<file path="src/rtl/pal_pkg.sv">
package pal_pkg;
    localparam int TERMS_PER_CELL = 8;

    typedef enum logic {CLK_GLOBAL = 1'b0, CLK_LOCAL = 1'b1} clk_src_e;
    typedef enum logic {FB_REG = 1'b0, FB_PIN = 1'b1} fb_src_e;
    typedef enum logic {OUT_COMB = 1'b0, OUT_REG = 1'b1} out_src_e;
endpackage

</file>
<file path="src/rtl/pal_pterm.sv">
module pal_pterm #(
    parameter int LW = 16
) (
    input  logic [LW-1:0] lits,
    input  logic [LW-1:0] mask,
    output logic          hit
);
    // Unconnected literals read as 1, so an empty mask yields a true term.
    always_comb hit = &(lits | ~mask);
endmodule

</file>
<file path="src/rtl/pal_macrocell.sv">
module pal_macrocell
    import pal_pkg::*;
#(
    parameter int LW  = 16,
    parameter int NPT = TERMS_PER_CELL
) (
    input  logic            clk,
    input  logic            rst_n,
    input  logic [LW-1:0]   lits,
    input  logic [NPT*LW-1:0] sum_mask,
    input  logic [LW-1:0]   oe_mask,
    input  logic            inv,
    input  out_src_e        out_sel,
    input  fb_src_e         fb_sel,
    input  clk_src_e        clk_sel,
    input  logic            pin_di,
    input  logic            ar_hit,
    input  logic            sp_hit,
    output logic            out_val,
    output logic            oe,
    output logic            fb_lit,
    output logic            q_raw,
    output logic            ld_en
);
    logic [NPT-1:0] term_hit;
    logic           oe_hit;
    logic           d_val;
    logic           lclk_prev;
    logic           q_q;

    for (genvar t = 0; t < NPT; t++) begin : g_term
        pal_pterm #(.LW(LW)) u_term (
            .lits (lits),
            .mask (sum_mask[t*LW +: LW]),
            .hit  (term_hit[t])
        );
    end

    pal_pterm #(.LW(LW)) u_oe_term (
        .lits (lits),
        .mask (oe_mask),
        .hit  (oe_hit)
    );

    always_comb d_val = (|term_hit) ^ inv;

    // Rising-edge detection of the local clock term, sampled on the global clock.
    always_ff @(posedge clk or negedge rst_n) begin
        if (!rst_n) lclk_prev <= 1'b0;
        else        lclk_prev <= oe_hit;
    end

    always_comb begin
        unique case (clk_sel)
            CLK_LOCAL:  ld_en = oe_hit & ~lclk_prev;
            CLK_GLOBAL: ld_en = 1'b1;
            default:    ld_en = 1'b1;
        endcase
    end

    always_ff @(posedge clk or negedge rst_n) begin
        if (!rst_n)      q_q <= 1'b0;
        else if (ar_hit) q_q <= 1'b0;
        else if (sp_hit) q_q <= 1'b1;
        else if (ld_en)  q_q <= d_val;
    end

    always_comb begin
        q_raw = q_q;
        unique case (out_sel)
            OUT_REG:  out_val = q_q & ~ar_hit;
            OUT_COMB: out_val = d_val;
            default:  out_val = d_val;
        endcase
        unique case (clk_sel)
            CLK_LOCAL:  oe = 1'b1;
            CLK_GLOBAL: oe = oe_hit;
            default:    oe = oe_hit;
        endcase
        unique case (fb_sel)
            FB_PIN:  fb_lit = pin_di;
            FB_REG:  fb_lit = q_q;
            default: fb_lit = q_q;
        endcase
    end
endmodule

</file>
<file path="src/rtl/pal_mcell_array.sv">
module pal_mcell_array
    import pal_pkg::*;
#(
    parameter int N_IN = 4,
    parameter int N_MC = 4,
    localparam int NPT  = TERMS_PER_CELL,
    localparam int NSIG = N_IN + N_MC,
    localparam int LW   = 2 * NSIG
) (
    input  logic                   clk,
    input  logic                   rst_n,
    input  logic [N_IN-1:0]        in_di,
    input  logic [N_MC-1:0]        pin_di,
    input  logic [N_MC*NPT*LW-1:0] cfg_sum,
    input  logic [N_MC*LW-1:0]     cfg_oe,
    input  logic [LW-1:0]          cfg_ar,
    input  logic [LW-1:0]          cfg_sp,
    input  logic [N_MC-1:0]        cfg_inv,
    input  logic [N_MC-1:0]        cfg_reg,
    input  logic [N_MC-1:0]        cfg_fbpin,
    input  logic [N_MC-1:0]        cfg_lclk,
    output logic [N_MC-1:0]        pin_do,
    output logic [N_MC-1:0]        pin_oe
);
    logic [NSIG-1:0] sig;
    logic [LW-1:0]   lits;
    logic [N_MC-1:0] fb;
    logic [N_MC-1:0] q_raw;
    logic [N_MC-1:0] ld_en;
    logic            ar_hit;
    logic            sp_hit;

    always_comb sig = {fb, in_di};

    for (genvar k = 0; k < NSIG; k++) begin : g_lit
        assign lits[2*k]   = sig[k];
        assign lits[2*k+1] = ~sig[k];
    end

    pal_pterm #(.LW(LW)) u_ar_term (.lits(lits), .mask(cfg_ar), .hit(ar_hit));
    pal_pterm #(.LW(LW)) u_sp_term (.lits(lits), .mask(cfg_sp), .hit(sp_hit));

    for (genvar m = 0; m < N_MC; m++) begin : g_cell
        pal_macrocell #(.LW(LW), .NPT(NPT)) u_cell (
            .clk      (clk),
            .rst_n    (rst_n),
            .lits     (lits),
            .sum_mask (cfg_sum[m*NPT*LW +: NPT*LW]),
            .oe_mask  (cfg_oe[m*LW +: LW]),
            .inv      (cfg_inv[m]),
            .out_sel  (out_src_e'(cfg_reg[m])),
            .fb_sel   (fb_src_e'(cfg_fbpin[m])),
            .clk_sel  (clk_src_e'(cfg_lclk[m])),
            .pin_di   (pin_di[m]),
            .ar_hit   (ar_hit),
            .sp_hit   (sp_hit),
            .out_val  (pin_do[m]),
            .oe       (pin_oe[m]),
            .fb_lit   (fb[m]),
            .q_raw    (q_raw[m]),
            .ld_en    (ld_en[m])
        );
    end
endmodule

</file>
<file path="config.mk">
export PLATFORM = sky130hd
export DESIGN_NAME = pal_mcell_array
export DESIGN_NICKNAME = d
export VERILOG_FILES = /design/src/rtl/pal_pkg.sv /design/src/rtl/pal_pterm.sv /design/src/rtl/pal_macrocell.sv /design/src/rtl/pal_mcell_array.sv
export SDC_FILE = /design/constraint.sdc
export NUM_CORES = 1
export LEC_CHECK = 0
export BUFFER_PORTS_ARGS = -buffer_cell sky130_fd_sc_hd__buf_2
export CAP_MARGIN = 20
export CORE_AREA = 2 2 248 250
export CTS_BUF_LIST = sky130_fd_sc_hd__clkbuf_4
export DETAILED_ROUTE_END_ITERATION = 16
export DIE_AREA = 0 0 250 252
export PLACE_DENSITY = 0.41
export SYNTH_ARGS = -nofsm -noshare
export SYNTH_HDL_FRONTEND = slang
export SYNTH_HIERARCHICAL = 1
export SYNTH_SLANG_ARGS = --single-unit
export TNS_END_PERCENT = 10
</file>
<file path="constraint.sdc">
create_clock -name clk -period 9.2 [get_ports clk]
set_input_delay 1.84 -clock clk [delete_from_list [all_inputs] [get_ports clk]]
set_output_delay 1.84 -clock clk [all_outputs]
set_load 0.02 [all_outputs]
</file>
==> key figures, run 1 <==
Critical path
  – Crit-path max cell delay: 0.67 ns
  – Critical path startpoint category: input port
  – R2r endpoint: g_cell[1].u_cell/q_raw$_DFFE_PN0P_
  – Critical R2R Launch: g_cell[2].u_cell/q_raw$_DFFE_PN0P_
  – CP dominant cell by count: buf_2
  – Required @ worst endpoint: 7.36 ns
  – CP max-delay cell: nor4_2
  – Critical path class: input port to output port
  – Crit path cell chain: buf_2 -> mux2_2 -> inv_2 -> buf_4 -> o2111ai_1 -> nor4_2 -> nor4_4 -> a211o_1 -> nand3_1 -> buf_2
  – Reg2reg path depth: 8
  – CP Data Arrival Time: 5.19 ns
  – Critical Path Sink Type: output port
  – Critical path endpoint: pin_do[1]
  – CP max FO: 22
  – Reg2Reg Setup Slack: 5.56 ns
  – Critical Path Start: cfg_fbpin[2]

GRT
  – Total congestion overflow: 0
  – Largest net degree at the start of global routing: 40
  – Total Routing Usage GR: 14.9%
  – Vias in the first global route: 10200
  – First-pass GRT wire length: 68.3 mm
  – Antenna violations before repair: 8

Logic synthesis
  – Syn avg cell area: 6.86 um2
  – Synthesis warning total: 6
  – Post-Syn Nets: 1524
  – Cell Area, Synth: 6110 um2
  – Post-Syn Instances: 890

STA
  – Setup TNS: 0 ns
  – Slew Viols, Final: 0
  – Slew at the pin closest to its max-slew limit: 1.01 ns
  – Rel. slew slack: 31.9%
  – Fmax: 142 MHz
  – Hold Violations, Final: 0
  – Min Hold Slack: 0.680 ns
  – Minimum clock period after layout: 7.03 ns
  – RSZ-0062 raised after global routing: false
  – Share of the clock period used by the worst path: 76.4%
  – Clock skew: 0.00529 ns
  – Final setup vio count: 0

Clocking
  – Reg clk slew, reported paths: 0.07 ns
  – Num CTS Buffers: 3
  – CTS max path bufs: 2
  – Root Buffer Master: clkbuf_4
  – Worst skew pair latency: 0.28 ns
  – Post-CTS Setup Bufs: 0
  – CTS tree: done
  – Number of hold buffers added after CTS: 0
  – Post-CTS sizing: 0
  – H-tree Lvls: 1
  – # clock sinks: 8

Floorplan
  – Die area: 63000 um2
  – DIE HEIGHT: 252 um
  – Initial Util: 10.2%
  – Die span in x: 250 um
  – Row cnt: 90
  – CORE AREA: 60100 um2
  – I/O Pins: 642

Outcome
  – Run status: finished clean

Routing
  – Post-route ant nets: 0
  – DRC: 0
  – Initial DRC Count: 460
  – Drt pass-1 iters: 4
  – Final WL: 50.1 mm
  – Overall via count from detail_route: 9494
  – Via/cell ratio: 4.06
  – Routed len/inst: 21.4 um

Power and ir drop
  – Leak: 5.15 nW
  – Peak supply drop: 0.0528 mV
  – Power Total: 0.638 mW
  – Pwr dens: 61.0 nW/um2

Finish
  – Fillers: 6991
  – Area growth, synth to finish: 71.4%
  – Share of layout cells above drive strength 1: 47.2%
  – NumNets Final: 2188

Hold path
  – Hold Path Stages: 3
  – Worst Hold Class: flop to flop

Place
  – HPWL Detailed: 41.6 mm
  – Final RePlAce weighted congestion: 0.926
  – Port Buffers: 641

Flow run
  – MaxCap Viol Count: 0
-- state kept, by name (all words and copies together) (netlist names) --
register                 cells
g_cell.u_cell/lclk_prev      4
g_cell.u_cell/q_raw          4
-- worst min-delay path by stage --
stage	from	slack, ns	to
6_report	g_cell[3].u_cell/lclk_prev$_DFF_PN0_	0.68	g_cell[3].u_cell/q_raw$_DFFE_PN0P_
5_1_grt	g_cell[3].u_cell/lclk_prev$_DFF_PN0_	0.73	g_cell[3].u_cell/q_raw$_DFFE_PN0P_
4_1_cts	g_cell[3].u_cell/lclk_prev$_DFF_PN0_	0.69	g_cell[3].u_cell/q_raw$_DFFE_PN0P_
3_5_place_dp	g_cell[3].u_cell/lclk_prev$_DFF_PN0_	0.67	g_cell[3].u_cell/q_raw$_DFFE_PN0P_
3_3_place_gp	g_cell[3].u_cell/lclk_prev$_DFF_PN0_	0.66	g_cell[3].u_cell/q_raw$_DFFE_PN0P_
2_1_floorplan	g_cell[0].u_cell/lclk_prev$_DFF_PN0_	0.65	g_cell[0].u_cell/q_raw$_DFFE_PN0P_
-- routing by layer --
layer  vias up  GRT usage (%)  part of all wire [%]
li1       4468              -                     -
met1      4394           16.8                    39
met2       536           27.7                    50
met3        92           2.74                   7.0
met4         4           5.89                   4.3
met5         -              0                 0.052
-- critical path, delay by kind of cell --
kind	cells	cell delay, ns
muxes	1	0.56
buffers and inverters	4	1.28
AOI/OAI and AO/OA	2	0.51
and+or+nand+nor	3	0.95
-- power by group --
part	internal, mW	switching [mW]
clock	0.0152	0.0159
sequential	0.0385	0.00426
combinational	0.249	0.315
total	0.303	0.335
-- area by class of cell --
type | count | area [um2] | area share, %
sequential | 8 | 200 | 1.91
tap | 782 | 978 | 9.35
antenna | 3 | 7.51 | 0.0717
multi-input combinational | 718 | 5300 | 50.6
timing repair buffer | 659 | 3340 | 31.9
clock buffer | 3 | 22.5 | 0.215
inverter | 164 | 616 | 5.88
-- per-stage QoR --
stage / instances / area, um2 / utilization, % / setup slack [ns]
final: 2337 / 10500 / 17.4 / 2.17
after global routing: 2335 / 10500 / 17.4 / 1.98
after detailed placement: 2331 / 10400 / 17.4 / 2.01
after CTS: 2334 / 10500 / 17.4 / 2.02
after floorplan: 890 / 6110 / - / 3.31
after global placement: 2331 / 10400 / 17.4 / 2.01
-- cells in the final DEF, fill, tap and decap left out, drive strengths merged, types with 8 or more instances in the layout --
master and instances:
o2111ai 152, inv 164, nand2b 464, dfrtp 8, nor2 8, buf 659
nor4 46
No activity file was read; power rests on OpenSTA's default activity.
==> run 2, diff against run 1 <==
Settings changed: CORE_AREA 2 2 248 250 to 2 2 249 251, DIE_AREA 0 0 250 252 to 0 0 251 253, PLACE_DENSITY 0.41 to 0.42.
Clock period 9.2 ns to 6.4 ns, I/O delays scaled along.
==> key figures, run 2 (same netlist as run 1, synthesis figures left out) <==
GRT
  – GRT met1 Usage: 17.6% (was 16.8%)
  – First-pass GRT wire length: 69.3 mm (was 68.3 mm)
  – GR met2 Demand/Resource: 28.0% (was 27.7%)
  – Total Routing Usage GR: 15.1% (was 14.9%)
  – Total congestion overflow: 0 (unchanged)
  – GR Util met3: 2.03% (was 2.74%)
  – Top Usage Layer GRT: met2 (unchanged)
  – Largest net degree at the start of global routing: 39 (was 40)
  – Vias in the first global route: 10400 (was 10200)
  – Antenna violations before repair: 12 (was 8)

Critical path
  – Critical path class: input port to output port (unchanged)
  – Critical Path Sink Type: output port (unchanged)
  – CP max FO: 27 (was 22)
  – Critical path startpoint category: input port (unchanged)
  – Crit-path max cell delay: 0.76 ns (was 0.67 ns)
  – CP Data Arrival Time: 4.06 ns (was 5.19 ns)
  – Crit path cell chain: buf_2 -> mux2_2 -> inv_2 -> buf_12 -> o2111ai_1 -> nor4_2 -> nor4_4 -> a211o_1 -> nand3_1 -> buf_2 (was buf_2 -> mux2_2 -> inv_2 -> buf_4 -> o2111ai_1 -> nor4_2 -> nor4_4 -> a211o_1 -> nand3_1 -> buf_2)
  – CP Buf/Inv Count: 4 (unchanged)
  – CP max-delay cell: nor4_2 (unchanged)
  – Required @ worst endpoint: 5.12 ns (was 7.36 ns)
  – CP top delay family: simple AND/OR/NAND/NOR gates (was buffers and inverters)
  – CP dominant cell by count: buf_2 (unchanged)

Routing
  – Overall via count from detail_route: 9523 (was 9494)
  – DRC: 0 (unchanged)
  – Initial DRC Count: 491 (was 460)
  – Post-route ant nets: 0 (unchanged)
  – Routed len/inst: 21.5 um (was 21.4 um)
  – Via/cell ratio: 4.04 (was 4.06)
  – Drt pass-1 iters: 5 (was 4)
  – Final WL: 50.6 mm (was 50.1 mm)

Clocking
  – Reg clk slew, reported paths: 0.09 ns (was 0.07 ns)
  – CTS tree: done (unchanged)
  – Number of hold buffers added after CTS: 0 (unchanged)
  – Root Buffer Master: clkbuf_4 (unchanged)
  – Worst skew pair latency: 0.29 ns (was 0.28 ns)
  – Post-CTS sizing: 0 (unchanged)
  – Num CTS Buffers: 3 (unchanged)
  – H-tree Lvls: 1 (unchanged)
  – # clock sinks: 8 (unchanged)
  – Post-CTS Setup Bufs: 0 (unchanged)
  – CTS max path bufs: 2 (unchanged)

STA
  – Hold Violations, Final: 0 (unchanged)
  – Slew at the pin closest to its max-slew limit: 0.825 ns (was 1.01 ns)
  – Final setup vio count: 0 (unchanged)
  – Share of the clock period used by the worst path: 83.4%
  – Minimum clock period after layout: 5.34 ns
  – Fmax: 187 MHz
  – Slew Viols, Final: 0 (unchanged)
  – Rel. slew slack: 44.5% (was 31.9%)
  – Final WS setup: 1.06 ns (was 2.17 ns)
  – Clock skew: 0.00467 ns (was 0.00529 ns)
  – Setup TNS: 0 ns (unchanged)
  – RSZ-0062 raised after global routing: false (unchanged)

Finish
  – Fillers: 7063 (was 6991)
  – Register area: 200 um2 (unchanged)
  – Share of layout cells above drive strength 1: 47.5% (was 47.2%)
  – Most frequent cells in the layout: buf_2, nand2b_1, inv_1 (unchanged)
  – NumNets Final: 2199 (was 2188)
  – Commonest non-fill, non-tap cell in the layout: buf_2 (unchanged)
  – Area growth, synth to finish: 74.0% (was 71.4%)
  – Area of the multi-input gates: 5310 um2 (was 5300 um2)

Place
  – HPWL Detailed: 42.8 mm (was 41.6 mm)
  – Post-placement worst setup slack: 0.917 ns (was 2.01 ns)
  – Port Buffers: 641 (unchanged)
  – Final RePlAce weighted congestion: 0.907 (was 0.926)

Floorplan
  – CORE AREA: 61000 um2 (was 60100 um2)
  – DIE HEIGHT: 253 um (was 252 um)
  – Initial Util: 10.0% (was 10.2%)
  – Die area: 63500 um2 (was 63000 um2)
  – I/O Pins: 642 (unchanged)
  – Row cnt: 91 (was 90)
  – Die span in x: 251 um (was 250 um)

Outcome
  – Run status: finished clean (unchanged)

Power and ir drop
  – Peak supply drop: 0.0440 mV (was 0.0528 mV)
  – Pwr dens: 88.8 nW/um2 (was 61.0 nW/um2)
  – Leak: 5.22 nW (was 5.15 nW)

Flow run
  – MaxCap Viol Count: 0 (unchanged)

Hold path
  – Worst Hold Class: flop to flop (unchanged)
-- run 2: changes by cell type in the layout (fill, tap and decap cells not counted) --
| cell | delta |
|---|---|
| buf_12 | +4 |
| diode_2 | +3 |
| nor4_4 | +1 |
| buf_4 | +7 |
| nor4_2 | -1 |
-- run 2: worst paths after layout --
check	from	endpoint	slack, ns	cells past startpoint
worst min register to register	g_cell[3].u_cell/lclk_prev$_DFF_PN0_	g_cell[3].u_cell/q_raw$_DFFE_PN0P_	0.68	3
worst min-delay path	g_cell[3].u_cell/lclk_prev$_DFF_PN0_	g_cell[3].u_cell/q_raw$_DFFE_PN0P_	0.68	3
min in group asynchronous	rst_n	g_cell[3].u_cell/lclk_prev$_DFF_PN0_	0.87	1
max in group asynchronous	rst_n	g_cell[2].u_cell/q_raw$_DFFE_PN0P_	5.30	1
worst max-delay path	cfg_fbpin[2]	pin_do[1]	1.06	10
worst max register to register	g_cell[2].u_cell/q_raw$_DFFE_PN0P_	g_cell[1].u_cell/q_raw$_DFFE_PN0P_	3.42	8
-- run 2: metal layers --
| layer | vias to the layer above | wire, um |
|---|---|---|
| li1 | 4498 | - |
| met3 | 85 | 3150 |
| met4 | 4 | 1640 |
| met2 | 549 | 25400 |
| met5 | - | 23 |
| met1 | 4387 | 20400 |
-- run 2: layout make-up --
cell class | instances | share of cell area [%]
well taps | 790 | 9.30
diodes | 6 | 0.141
flip-flops and latches | 8 | 1.88
multi-input cells | 718 | 50.0
inverters | 164 | 5.79
repair buffers | 670 | 32.7
clock buffers | 3 | 0.212
-- run 2: stage by stage --
stage / hold slack (ns) / power (mW) / util [%] / area [um2] / std cells
3_3_place_gp: 0.667 / 0.903 / 17.3 / 10600 / 2350
6_report: 0.682 / 0.943 / 17.4 / 10600 / 2359
3_5_place_dp: 0.670 / 0.902 / 17.3 / 10600 / 2350
5_1_grt: 0.729 / 1.02 / 17.4 / 10600 / 2358
4_1_cts: 0.686 / 0.964 / 17.4 / 10600 / 2353
2_1_floorplan: 0.648 / 0.425 / - / 6110 / 890
-- run 2: power by group --
part / internal, mW / switching (mW) / leakage (nW)
Sequential: 0.0553 / 0.00745 / 0.100
Clock: 0.0219 / 0.0297 / 0.0138
Combinational: 0.375 / 0.454 / 5.11
-- run 2: worst register-to-register path, stage by stage (launching register included) --
cell and delay [ns]:
dfrtp_1 0.42, mux2_2 0.40, inv_2 0.32, buf_12 0.29, o2111ai_1 0.17, nor4_2 0.76
nor4_4 0.14, o2111a_1 0.20, a211oi_2 0.19
